### config.mk
export PLATFORM = sky130hd
export DESIGN_NAME = sw_adapter
export DESIGN_NICKNAME = d
export VERILOG_FILES = /design/src/rtl/sw_pkg.sv /design/src/rtl/sw_in_shaper.sv /design/src/rtl/sw_out_shaper.sv /design/src/rtl/sw_stage.sv /design/src/rtl/sw_adapter.sv
export SDC_FILE = /design/constraint.sdc
export NUM_CORES = 1
export LEC_CHECK = 0
export ABC_AREA = 1
export BUFFER_PORTS_ARGS = -buffer_cell sky130_fd_sc_hd__buf_4
export CORE_UTILIZATION = 40
export CTS_CLUSTER_DIAMETER = 150
export DETAILED_ROUTE_END_ITERATION = 16
export GPL_ROUTABILITY_DRIVEN = 0
export HOLD_SLACK_MARGIN = 0.15
export PLACE_DENSITY_LB_ADDON = 0.12
export RECOVER_POWER = 100
export SLEW_MARGIN = 0
export SYNTH_ARGS = -nofsm -noshare
export SYNTH_HDL_FRONTEND = slang
export SYNTH_SLANG_ARGS = --single-unit
export TNS_END_PERCENT = 50
### constraint.sdc
create_clock -name clk -period 1.9 [get_ports clk]
set_input_delay 0.095 -clock clk [delete_from_list [all_inputs] [get_ports clk]]
set_output_delay 0.095 -clock clk [all_outputs]
set_load 0.01 [all_outputs]
### src/rtl/sw_pkg.sv
package sw_pkg;

    localparam int BUS_W    = 32;
    localparam int CORE_W   = 24;
    localparam int CODE_W   = 4;
    localparam int N_WIDTHS = 9;
    localparam int EXT_W    = BUS_W - CORE_W;

    typedef enum logic [CODE_W-1:0] {
        W8  = 4'd0,
        W10 = 4'd1,
        W12 = 4'd2,
        W14 = 4'd3,
        W16 = 4'd4,
        W18 = 4'd5,
        W20 = 4'd6,
        W24 = 4'd7,
        W32 = 4'd8
    } width_code_e;

    typedef logic [CORE_W-1:0] core_sample_t;
    typedef logic [BUS_W-1:0]  bus_word_t;

    // Bit width selected by table index
    function automatic int width_of(input int idx);
        case (idx)
            0: return 8;
            1: return 10;
            2: return 12;
            3: return 14;
            4: return 16;
            5: return 18;
            6: return 20;
            7: return 24;
            default: return 32;
        endcase
    endfunction

    // Map a raw code onto a table index; unused codes fall back to 24 bits
    function automatic logic [CODE_W-1:0] code_to_idx(input logic [CODE_W-1:0] code);
        if (code <= 4'(W32))
            return code;
        return 4'(W24);
    endfunction

endpackage

### src/rtl/sw_in_shaper.sv
module sw_in_shaper
    import sw_pkg::*;
(
    input  logic [CODE_W-1:0] code,
    input  bus_word_t         word,
    output core_sample_t      sample
);
    core_sample_t variant [N_WIDTHS];

    for (genvar g = 0; g < N_WIDTHS; g++) begin : g_width
        localparam int N = width_of(g);
        if (N == BUS_W) begin : g_trunc
            assign variant[g] = word[BUS_W-1 -: CORE_W];
        end else if (N == CORE_W) begin : g_exact
            assign variant[g] = word[CORE_W-1:0];
        end else begin : g_fill
            localparam int GAP = CORE_W - N;
            localparam int MAG = N - 1;
            localparam int REP = GAP / MAG + 1;
            logic [REP*MAG-1:0] pattern;
            assign pattern    = {REP{word[MAG-1:0]}};
            assign variant[g] = {word[N-1:0], pattern[REP*MAG-1 -: GAP]};
        end
    end

    assign sample = variant[code_to_idx(code)];
endmodule

### src/rtl/sw_out_shaper.sv
module sw_out_shaper
    import sw_pkg::*;
(
    input  logic [CODE_W-1:0] code,
    input  core_sample_t      sample,
    output bus_word_t         word
);
    bus_word_t variant [N_WIDTHS];

    for (genvar g = 0; g < N_WIDTHS; g++) begin : g_width
        localparam int N = width_of(g);
        if (N == BUS_W) begin : g_widen
            assign variant[g] = {sample, sample[CORE_W-2 -: EXT_W]};
        end else begin : g_narrow
            assign variant[g] = {{(BUS_W-N){sample[CORE_W-1]}}, sample[CORE_W-1 -: N]};
        end
    end

    assign word = variant[code_to_idx(code)];
endmodule

### src/rtl/sw_stage.sv
module sw_stage #(
    parameter int W = 24
) (
    input  logic         clk,
    input  logic         rst,
    input  logic         i_valid,
    output logic         i_ready,
    input  logic [W-1:0] i_data,
    output logic         o_valid,
    input  logic         o_ready,
    output logic [W-1:0] o_data
);
    assign i_ready = !o_valid || o_ready;

    always_ff @(posedge clk) begin
        if (rst) begin
            o_valid <= 1'b0;
            o_data  <= '0;
        end else if (i_ready) begin
            o_valid <= i_valid;
            if (i_valid)
                o_data <= i_data;
        end
    end
endmodule

### src/rtl/sw_adapter.sv
module sw_adapter
    import sw_pkg::*;
(
    input  logic              clk,
    input  logic              rst,
    input  logic [CODE_W-1:0] in_code,
    input  logic              in_valid,
    output logic              in_ready,
    input  logic [BUS_W-1:0]  in_word,
    output logic              core_in_valid,
    input  logic              core_in_ready,
    output logic [CORE_W-1:0] core_in_data,
    input  logic [CODE_W-1:0] out_code,
    input  logic              core_out_valid,
    output logic              core_out_ready,
    input  logic [CORE_W-1:0] core_out_data,
    output logic              out_valid,
    input  logic              out_ready,
    output logic [BUS_W-1:0]  out_word
);
    core_sample_t widened;
    bus_word_t    resized;

    sw_in_shaper u_in_shape (
        .code   (in_code),
        .word   (in_word),
        .sample (widened)
    );

    sw_stage #(.W(CORE_W)) u_in_stage (
        .clk     (clk),
        .rst     (rst),
        .i_valid (in_valid),
        .i_ready (in_ready),
        .i_data  (widened),
        .o_valid (core_in_valid),
        .o_ready (core_in_ready),
        .o_data  (core_in_data)
    );

    sw_out_shaper u_out_shape (
        .code   (out_code),
        .sample (core_out_data),
        .word   (resized)
    );

    sw_stage #(.W(BUS_W)) u_out_stage (
        .clk     (clk),
        .rst     (rst),
        .i_valid (core_out_valid),
        .i_ready (core_out_ready),
        .i_data  (resized),
        .o_valid (out_valid),
        .o_ready (out_ready),
        .o_data  (out_word)
    );
endmodule

==> flow_summary.toml, run 1 <==
[finish]
postLayoutCellArea_sq_um = 5900
antenna_cells = 0
final_cell_mix = "nand2_1, nand3_1, buf_4, inv_1, o21ai_0"
area_delta_synth_final_pct = 31.4
n_fill_cell = 1165
register_area_sq_um = 1160
final_common_cell = "nand2_1"
multiInputGateArea_sq_um = 2800
drive_gt1_share_pct = 13.7
post-route-util_pct = 54.2
fin_nets = 1011

[logic_synthesis]
synth-adder-area-share_pct = 0
synth_top_family_by_area = "simple AND/OR/NAND/NOR gates"
synth_compound_area_share_pct = 21.6
synth_warnings = 0
ys_types = 30
synthXorXnorAreaFrac_pct = 0
synthesis.area_sq_um = 4490
syn_inst = 791
syn_nets = 861
muxShareOfSynthArea_pct = 0
synth-seq-cells = 58
postSynthAreaPerCell_sq_um = 5.68
synth-seq-area-share_pct = 25.8
yosys.area_share.simple_pct = 40.8

[floorplanning]
dieArea_sq_um = 11700
fp-row-count = 38
dieHeight_um = 108
die_x_um = 108
core_sq_um = 10900
io_pins = 130
initial_core_util_pct = 41.3

[detailed_routing]
drt-pass1-iter-count = 5
drc_errors = 0
viasPerCell = 5.49
ant_nets = 0
drt_iter0_drc = 514
avgRoutedWirePerCell_um = 15.7
vias = 5958
wirelength_um = 17000

[grt]
grt_max_degree = 47
grt_pass1_vias = 5555
antenna_found_initial = 0
gr-total-overflow = 0
track_usage_pct = 29.7
grt_pass1_wl_um = 27100

[critical_path]
crit_chain = "dlygate4sd3_1 > clkbuf_4 > inv_1 > nand2_1 > nand2_1 > buf_4 > inv_1 > clkbuf_2 > o221ai_1 > a31o_2 > inv_1"
crit_path_max_incr_delay_ns = 0.52
path_class = "primary input to flop"
crit_top_cell = "inv_1"
critical-path-top-delay-family = "buffers and inverters"
path_buf_inv = 7
cp.required_ns = 2.20
crit_arrival_ns = 1.99
crit_path_end_kind = "flop"
critPathSlowestCell = "dlygate4sd3_1"
crit_fanout = 14
critPathLaunchType = "primary input"

[timing]
final.setup.tns_ns = 0
finalCritPeriodShare_pct = 88.6
max_freq_ghz = 0.594
rsz0062_at_grt = "no"
slew_headroom_pct = 47.4
skew_ns = 0.00850
setup_violations = 0
hold_viol = 0
slew_viol_final = 0
worstMarginPinSlew_ns = 0.788
finalCriticalPeriod_ns = 1.68

[placement]
hpwl_um = 12400
portBuffers = 129
dpl_cell_area_sq_um = 5640

[clocking]
cts_resized = 0
clock-root-buffer = "clkbuf_8"
cts.reportedPaths.clkPinSlew_ns = 0.07
cts_tree = "built"
h-tree-depth = 3
ctsLongestPathBuffers = 2
clk_latency_ns = 0.35
cts_buffers = 9
clock_sinks = 58

[job]
maxCapViolCount = 0

[power]
leakage_nw = 3.00
power_per_cell_area_nw_per_um2 = 633
ir_drop_mv = 0.315

[hold_path]
min_path_type = "primary input to flop"

[run_status]
outcome = "finished clean"
[final timing paths]
kind | start | end | slack (ns) | depth (start not counted)
worst max-delay path | out_ready | u_out_stage.o_data[14] | 0.22 | 11
worst min-delay path | core_out_data[8] | u_out_stage.o_data[16] | 0.18 | 5
worst max register to register | u_out_stage.o_valid | u_out_stage.o_data[14] | 0.31 | 8
worst min register to register | u_out_stage.o_data[16] | u_out_stage.o_data[16] | 0.47 | 2
[sequential cells by signal, indices dropped and copies added (netlist names)]
register             count
u_in_stage.o_valid       1
u_out_stage.o_valid      1
u_in_stage.o_data       24
u_out_stage.o_data      32
[worst min-delay path: cells and delay by family]
family	cells	cell delay (ns)
AO/OA/AOI/OAI	2	0.19
buffers and inverters	2	0.15
AND/OR/NAND/NOR	1	0.05
[stage by stage]
| step | power (W) | cells | setup slack (ns) | hold WS [ns] |
|---|---|---|---|---|
| after floorplan | 0.00215 | 791 | 0.407 | 0.174 |
| after global placement | 0.00269 | 1038 | 0.298 | 0.369 |
| after detailed placement | 0.00270 | 1038 | 0.235 | 0.371 |
| after CTS | 0.00382 | 1086 | 0.300 | 0.158 |
| after global routing | 0.00396 | 1086 | 0.0794 | 0.201 |
| final | 0.00373 | 1086 | 0.217 | 0.178 |
[cells in the mapped netlist, drive strengths merged]
library cell / n / area, sq um
a31oi: 1 / 6.26
nor3: 3 / 15.0
clkbuf: 21 / 78.8
o221ai: 9 / 78.8
and2: 2 / 12.5
nor2: 33 / 151
dfxtp: 58 / 1160
nand2: 270 / 1020
nand3b: 2 / 15.0
inv: 79 / 297
buf: 27 / 153
a31o: 2 / 17.5
o21ai: 84 / 424
and3: 1 / 6.26
o211ai: 12 / 90.1
o2111ai: 2 / 17.5
a21oi: 62 / 318
o21bai: 1 / 18.8
nand3: 122 / 611
[per-layer routing]
| metal | wire [um] | GRT usage [%] |
|---|---|---|
| met5 | 0 | 0 |
| met4 | 414 | 12.0 |
| met3 | 1450 | 5.97 |
| met2 | 8250 | 51.2 |
| met1 | 6900 | 35.7 |
[repair_timing]
action | in CTS | in global routing
setup buffers | 0 | 0
hold buffers | 32 | 0
hold endpoints to repair | 36 | 0
[layout make-up]
| class | instances | share of cell area [%] |
|---|---|---|
| clock inverter | 6 | 0.699 |
| tap | 140 | 2.97 |
| timing repair buffer | 187 | 21.8 |
| clock buffer | 10 | 2.33 |
| inverter | 79 | 5.02 |
| multi-input combinational | 606 | 47.5 |
| sequential | 58 | 19.7 |
[cell families after synthesis]
group / Yosys count
DFF: 58
AOI/OAI and AO/OA: 173
buffers and inverters: 127
and+or+nand+nor: 433
[power by group]
| part | switching (W) | internal [W] |
|---|---|---|
| combinational | 0.000783 | 0.000490 |
| sequential | 0.0000626 | 0.00133 |
| clock | 0.000566 | 0.000507 |
Power figures use the tool's default switching activity.
==> run 2, diff against run 1 <==
Settings changed: CELL_PAD_IN_SITES_DETAIL_PLACEMENT set to 1, CELL_PAD_IN_SITES_GLOBAL_PLACEMENT set to 2, CORE_UTILIZATION 40 to 26.
==> run 2 against run 1 <==
  * Sequential share of layout area shrank 1.0 points
  * First-iteration DRC count down 31%
  * Count of clock-buffer cells in the layout decreased by 1
  * Register-to-register slack lost 0.18 ns
  * Total power up 25%
  * Die area up 53%
  * Largest power group is now clock
==> flow_summary.toml, run 2 (synthesis gave the netlist of run 1 again) <==
[finish]
postLayoutCellArea_sq_um = 6230
final_cells = 1164
drive_gt1_share_pct = 14.5
n_fill_cell = 2268
antenna_cells = 0
reg_top3 = "u_out_stage.o_data (32), u_in_stage.o_data (24)"
top_register = "u_out_stage.o_data"
largest_reg_flops = 32
area_delta_synth_final_pct = 38.7
final_common_cell = "nand2_1"
final_cell_mix = "nand2_1, nand3_1, buf_4, inv_1, o21ai_0"
fin_nets = 1009

[critical_path]
critPathLaunchType = "flop"
critPathSlowestCell = "dlygate4sd3_1"
cp.required_ns = 2.18
path_class = "flop to flop"
critical-path-top-delay-family = "buffers and inverters"
path_buf_inv = 4
crit_path_max_incr_delay_ns = 0.55
crit_arrival_ns = 2.05
crit_chain = "nand2_1 > nand2_2 > inv_4 > buf_12 > o21ai_0 > inv_1 > nand2_1 > a21oi_1 > dlygate4sd3_1"
crit_fanout = 22
crit_path_end_kind = "flop"
crit_top_cell = "nand2_1"

[hold_path]
min_path_type = "primary input to flop"

[floorplanning]
dieArea_sq_um = 17800
die_x_um = 133
initial_core_util_pct = 26.9
io_pins = 130
dieHeight_um = 133
core_sq_um = 16700
fp-row-count = 47

[detailed_routing]
drc_errors = 0
ant_nets = 0
wirelength_um = 21300
drt-pass1-iter-count = 5
vias = 5906
avgRoutedWirePerCell_um = 18.3
drt_iter0_drc = 357
viasPerCell = 5.07

[power]
power_per_cell_area_nw_per_um2 = 750
pwr-share-comb_pct = 28.8
p_switching_w = 0.00155
ir_drop_mv = 0.426
total_power_w = 0.00467
swShare_pct = 33.3
internal_power_w = 0.00311
leakage_nw = 3.10
p_clk_share_pct = 41.4
seq_power_share_pct = 29.8

[grt]
track_usage_pct = 24.0
antenna_found_initial = 0
gr-total-overflow = 0
grt_pass1_vias = 6085
grt_pass1_wl_um = 33100
grt_max_degree = 47

[clocking]
cts_buffers = 9
clock_sinks = 58
clk_latency_ns = 0.34
h-tree-depth = 3
clock-root-buffer = "clkbuf_16"
cts.reportedPaths.clkPinSlew_ns = 0.06
cts_tree = "built"
ctsLongestPathBuffers = 2

[timing]
rsz0062_at_grt = "no"
max_freq_ghz = 0.565
final.setup.tns_ns = 0
worstMarginPinSlew_ns = 0.689
skew_ns = 0.00725
setup_violations = 0
finalCriticalPeriod_ns = 1.77
slew_headroom_pct = 54.0
finalCritPeriodShare_pct = 93.1
hold_viol = 0
slew_viol_final = 0
timing.hold.ws_ns = 0.163

[run_status]
outcome = "finished clean"

[placement]
portBuffers = 129
hpwl_um = 15900
dpl_cell_area_sq_um = 5840
placed_cells = 1122

[job]
maxCapViolCount = 0
==> run 2: changes by cell type in the layout (fill, tap and decap cells not counted), moves of 2 or more <==
cell,change
clkbuf_16,+10
clkbuf_8,-10
dlygate4sd3_1,-7
buf_12,+6
buf_4,-4
bufinv_16,+3
clkbuf_2,+3
clkinvlp_4,-3
clkinv_4,+2
inv_4,+2
==> run 2: tightest hold or removal path: stages <==
cell,delay [ns]
buf_4,0.11
inv_1,0.06
o21ai_0,0.08
inv_1,0.06
a21oi_1,0.05
==> run 2: cell type report <==
class                   count  area, sq um  share of cell area (%)
multi-input cells         606         2810                    45.0
repair buffers            185         1340                    21.6
flip-flops and latches     58         1160                    18.6
inverters                  79          302                    4.84
well taps                 220          275                    4.42
clock buffers               9          225                    3.62
clock inverters             7          118                    1.89
==> run 2: layer usage <==
metal | GRT usage, % | vias up | wire (um)
met5 | 0 | - | 0
met4 | 8.27 | 0 | 514
met3 | 3.50 | 28 | 789
met2 | 44.4 | 148 | 11000
met1 | 27.9 | 2824 | 9030
li1 | - | 2906 | -
==> run 2: path summary, 6_finish.rpt <==
path                          start                endpoint  slack [ns]  cells after the start
max              u_in_stage.o_valid    u_in_stage.o_data[0]        0.13                      9
min                     in_word[23]   u_in_stage.o_data[15]        0.16                      5
max reg2reg      u_in_stage.o_valid    u_in_stage.o_data[0]        0.13                      9
min reg2reg  u_out_stage.o_data[16]  u_out_stage.o_data[16]        0.47                      2
==> run 2: repair_timing <==
action,4_1_cts,5_1_grt
hold buffers,25,0
gates resized for setup,0,5
setup endpoints to repair,0,1
endpoints found under the hold margin,31,0
setup buffers,0,0
==> run 2: power by group through the flow <==
stage	clock, W	combinational, W	sequential, W
floorplan	0	0.000693	0.00145
global placement	0	0.00136	0.00142
detailed placement	0	0.00138	0.00142
CTS	0.00198	0.00143	0.00139
global route	0.00203	0.00149	0.00140
finish	0.00193	0.00135	0.00139
==> run 2: metrics by stage <==
step	utilization [%]	worst slack, ns
global route	37.3	0.0208
global placement	35.0	0.180
finish	37.3	0.131
CTS	38.5	0.0485
detailed placement	35.0	0.111
floorplan	-	0.407
